==> config.mk <==
export PLATFORM = sky130hd
export DESIGN_NAME = fwchk_field_eval
export DESIGN_NICKNAME = d
export VERILOG_FILES = /design/src/rtl/fwchk_pkg.sv /design/src/rtl/fwchk_field_eval.sv
export SDC_FILE = /design/constraint.sdc
export NUM_CORES = 1
export LEC_CHECK = 0
export ABC_CLOCK_PERIOD_IN_PS = 22000
export CORE_MARGIN = 10
export CORE_UTILIZATION = 53
export DETAILED_ROUTE_END_ITERATION = 12
export GPL_ROUTABILITY_DRIVEN = 0
export PLACE_DENSITY = 0.9
export SLEW_MARGIN = 20
export SYNTH_ARGS = -nofsm -noshare
export SYNTH_HDL_FRONTEND = slang
export SYNTH_SLANG_ARGS = --single-unit
==> constraint.sdc <==
create_clock -name vclk -period 22
set_input_delay 4.4 -clock vclk [all_inputs]
set_output_delay 4.4 -clock vclk [all_outputs]
set_load 0.1 [all_outputs]
==> src/rtl/fwchk_pkg.sv <==
package fwchk_pkg;

  // Reason codes; numeric order is the check order
  typedef enum logic [2:0] {
    RSN_NONE   = 3'd0,
    RSN_SIZE   = 3'd1,
    RSN_FORMAT = 3'd2,
    RSN_TRUNC  = 3'd3,
    RSN_COUNT  = 3'd4,
    RSN_XSUM   = 3'd5,
    RSN_MSUM   = 3'd6,
    RSN_ENTRY  = 3'd7
  } reason_e;

  localparam int unsigned HDR_BYTES     = 48;
  localparam int unsigned TBL_HDR_BYTES = 20;
  localparam int unsigned ENTRY_BYTES   = 12;
  localparam int unsigned TBL_HDR_DW    = TBL_HDR_BYTES / 4;
  localparam int unsigned ENTRY_DW      = ENTRY_BYTES / 4;

  // dword positions inside the header
  localparam int unsigned POS_HVER  = 0;
  localparam int unsigned POS_SIG   = 3;
  localparam int unsigned POS_CKSUM = 4;
  localparam int unsigned POS_LVER  = 5;
  localparam int unsigned POS_PF    = 6;
  localparam int unsigned POS_DSZ   = 7;
  localparam int unsigned POS_TSZ   = 8;

  typedef enum logic [2:0] {
    ST_IDLE, ST_HDR, ST_EVAL, ST_CNT, ST_XSUM, ST_MSUM, ST_ENT, ST_DONE
  } state_e;

  // table length implied by an entry count, kept wide so it cannot wrap
  function automatic logic [35:0] table_bytes(input logic [31:0] count);
    return ({4'd0, count} * 36'd12) + 36'd20;
  endfunction

  // wraparound sum of one signature triple
  function automatic logic [31:0] triple_sum(input logic [31:0] a,
                                             input logic [31:0] b,
                                             input logic [31:0] c);
    return a + b + c;
  endfunction

  // remainder of the entry region length after removing the table header
  function automatic logic [31:0] entry_rem(input logic [31:0] tbl_bytes);
    return (tbl_bytes - 32'(TBL_HDR_BYTES)) % 32'(ENTRY_BYTES);
  endfunction

endpackage

==> src/rtl/fwchk_field_eval.sv <==
module fwchk_field_eval
  import fwchk_pkg::*;
#(
  parameter int ADDR_W         = 10,
  parameter int DEF_DATA_BYTES = 2000
) (
  input  logic [31:0]       hver_i,
  input  logic [31:0]       lver_i,
  input  logic [31:0]       dsz_i,
  input  logic [31:0]       tsz_i,
  input  logic [31:0]       exp_type_i,
  output logic              size_bad_o,
  output logic              fmt_bad_o,
  output logic              trunc_bad_o,
  output logic              tbl_present_o,
  output logic [31:0]       tbl_bytes_o,
  output logic [ADDR_W-1:0] main_last_o,
  output logic [ADDR_W-1:0] tbl_base_o,
  output logic [ADDR_W-1:0] tbl_last_o
);

  localparam logic [32:0] MAX_BYTES = 33'(4) << ADDR_W;
  localparam logic [31:0] DEF_TOTAL = 32'(DEF_DATA_BYTES + HDR_BYTES);

  logic [31:0] data_b;
  logic [31:0] total_b;
  logic [32:0] need_b;

  always_comb begin
    data_b  = (dsz_i == 32'd0) ? 32'(DEF_DATA_BYTES) : dsz_i;
    total_b = (dsz_i == 32'd0) ? DEF_TOTAL : tsz_i;
    need_b  = {1'b0, data_b} + 33'(HDR_BYTES);
  end

  assign size_bad_o    = (need_b > {1'b0, total_b}) || ({1'b0, total_b} > MAX_BYTES);
  assign fmt_bad_o     = (lver_i != 32'd1) || (hver_i != exp_type_i);
  assign tbl_bytes_o   = total_b - data_b - 32'(HDR_BYTES);
  assign tbl_present_o = (tbl_bytes_o != 32'd0);
  assign trunc_bad_o   = tbl_present_o &&
                         ((tbl_bytes_o < 32'(TBL_HDR_BYTES)) || (entry_rem(tbl_bytes_o) != 32'd0));

  assign tbl_base_o  = ADDR_W'((data_b + 32'(HDR_BYTES)) >> 2);
  assign main_last_o = tbl_base_o - ADDR_W'(1);
  assign tbl_last_o  = tbl_base_o + ADDR_W'(tbl_bytes_o >> 2) - ADDR_W'(1);

endmodule

==> flow_summary.ini <==
[cells_and_area]
seqCellArea_um2 = 0
post-route-util = 0.6961
drive_gt1_frac = 0.06879
finalNetCount = 1872
antenna_cells = 0
syn_to_final_growth_pct = 28.95
fillers = 1398
multiInputGateArea_um2 = 8700
seq_cells = 0
num-clock-buffers = 0

[setup_path]
cp_data_required_time_ns = 17.60
end_kind = primary output
cp-startpoint = dsz_i[3]
path_buf_inv = 7
path_class = input port to primary output
path_max_fanout = 32
slowest_stage = or4_1
crit_arrival_ns = 16.96
critPathLaunchType = input port
slowest_delay_ns = 0.56
cpLargestDelayFamily = compound AO/OA/AOI/OAI gates
crit_path_frequent_cell = buf_4

[sta]
finalCritPeriodShare = 0.9708
worst-slew-pin-transition_ns = 1.071
setup_viol = 0
tns_ns = 0
finalHoldViolCount = 0
fin_ws_ns = 0.6425
relSlewSlack = 0.2839
fin_hold_ws_ns = 10.24
post-route-min-period_ns = 21.36
slew_viol_final = 0
max_freq_mhz = 46.82

[synth]
syn_area_per_cell_um2 = 6.535
seq_area_frac_synth = 0
yosysUniqueCellTypes = 104
yosys_warnings = 0
syn-num-nets = 1695
syn-instance-count = 1424
netlist_area_um2 = 9305

[grt]
use_met2 = 0.4876
grt_usage = 0.2734
grt_pass1_wl_um = 55720
grt_pass1_vias = 11150
grtUsageMet3 = 0.05814
grt_use_met1 = 0.3165
grt_max_degree = 33
grt.busiest_layer = met2
overflow = 0
antenna_found_initial = 0

[placed_design]
place_ws_ns = 0.008201
io_buffers = 226
dp_hpwl_um = 29200

[power_and_ir_drop]
internal_power_mw = 0.4886
power_switching_mw = 0.9507
pwr-share-comb = 1.000
sequentialPowerShare = 0
p_per_area_nw_per_um2 = 120.0
ir_worst_vdd_v = 0.0001358
power_leakage_nw = 4.835
p_sw_frac = 0.6605
clkPwrFrac = 0

[drt]
num_vias = 11760
drc = 0
routed_via_density = 6.446
antenna_left = 0
drt-total-wl_um = 35190
drt-initial-drc-count = 1191
wire_per_inst_um = 19.29
dr.pass1.iters = 6

[floorplan]
ioPinCount = 226
die_h_um = 152.5
initial_utilization = 0.5399
dieWidth_um = 152.5
core_area_um2 = 17240
dieArea_um2 = 23260
fp-row-count = 48

[worst_hold_path]
hp-start = dsz_i[1]
worstHoldPathType = input port to primary output

[clock_network]
postCtsHoldBufs = 0

[run]
cap_violations = 0

[run_status]
outcome = finished clean
[kinds of logic (layout without fill, tap and decap cells)]
logic type | count (synthesis) | in the layout | share of synthesized area
and+or+nand+nor | 579 | 579 | 0.3192
AOI/OAI and AO/OA | 354 | 354 | 0.2820
buffers and inverters | 218 | 393 | 0.09103
xor gates and xnor gates | 145 | 145 | 0.1389
adders and majority gates | 111 | 111 | 0.1501
muxes | 17 | 17 | 0.01882
[metal layers]
layer / up-vias / part of all wire
met5: - / 0
met4: 0 / 0.041
met3: 119 / 0.099
met2: 710 / 0.48
met1: 5371 / 0.38
li1: 5557 / -
[power groups by stage]
stage                     clock network [mW]  registers [mW]  logic (mW)
after detailed placement                   0               0        1.34
final                                      0               0        1.44
after CTS                                  0               0        1.34
after global routing                       0               0        1.53
after global placement                     0               0        1.31
after floorplan                            0               0        1.06
[layout by cell type (no fill, tap or decap), types with 17 or more instances in the layout]
cell type,count
a21o_1,20
nand3_1,47
inv_1,136
o211ai_1,17
xor2_1,20
nand2_1,146
buf_4,23
nand4_1,44
a21oi_1,73
nor2_1,117
a31oi_1,19
clkdlybuf4s50_1,225
xnor2_1,109
o21ai_0,46
ha_1,110
nand2b_1,22
nor3_1,46
nor4_1,35
[path summary, 6_finish.rpt]
| kind | to | slack (ns) | cells after the start |
|---|---|---|---|
| max | trunc_bad_o | 0.64 | 45 |
| min | trunc_bad_o | 10.24 | 7 |
[area by class of cell]
cell class,instances,share of cell area
Multi-Input combinational cell,1206,0.7250
Inverter,142,0.04442
Tap cell,225,0.02346
Timing Repair Buffer,251,0.2071
[through the flow]
| step | std cells | power, mW | area [um2] |
|---|---|---|---|
| after CTS | 1807 | 1.342 | 11670 |
| after global routing | 1824 | 1.534 | 12000 |
| after global placement | 1807 | 1.314 | 11670 |
| after floorplan | 1424 | 1.064 | 9371 |
| final | 1824 | 1.439 | 12000 |
| after detailed placement | 1807 | 1.336 | 11670 |
[cells in the mapped netlist, drive strengths merged, types with 8 or more instances]
| library cell | n | area (um2) |
|---|---|---|
| or3 | 12 | 80.08 |
| o21ai | 56 | 280.3 |
| o31ai | 13 | 97.59 |
| nor4 | 40 | 271.5 |
| buf | 17 | 92.58 |
| or4 | 9 | 67.56 |
| a211o | 10 | 87.58 |
| o211ai | 17 | 127.6 |
| o21a | 10 | 75.07 |
| nor2b | 14 | 87.58 |
| xor2 | 27 | 251.5 |
| a21o | 20 | 150.1 |
| clkbuf | 59 | 221.5 |
| a31oi | 22 | 143.9 |
| nand2b | 22 | 137.6 |
| a21oi | 75 | 375.4 |
| and3 | 13 | 81.33 |
| xnor2 | 118 | 1041 |
| nand4 | 44 | 275.3 |
| or2 | 10 | 62.56 |
| ha | 110 | 1376 |
| mux2i | 13 | 130.1 |
| a2111oi | 8 | 120.1 |
| nor2 | 120 | 450.4 |
| nand2 | 149 | 566.8 |
| a211oi | 10 | 80.07 |
| nor3 | 49 | 261.5 |
| inv | 141 | 529.3 |
| nand3 | 48 | 245.2 |
| and2 | 15 | 93.84 |
[what timing repair did]
action	4_1_cts	5_1_grt
gates resized for setup	0	29
setup endpoints to repair	0	1
setup buffers	0	17
(Power assumes the default switching activity.)
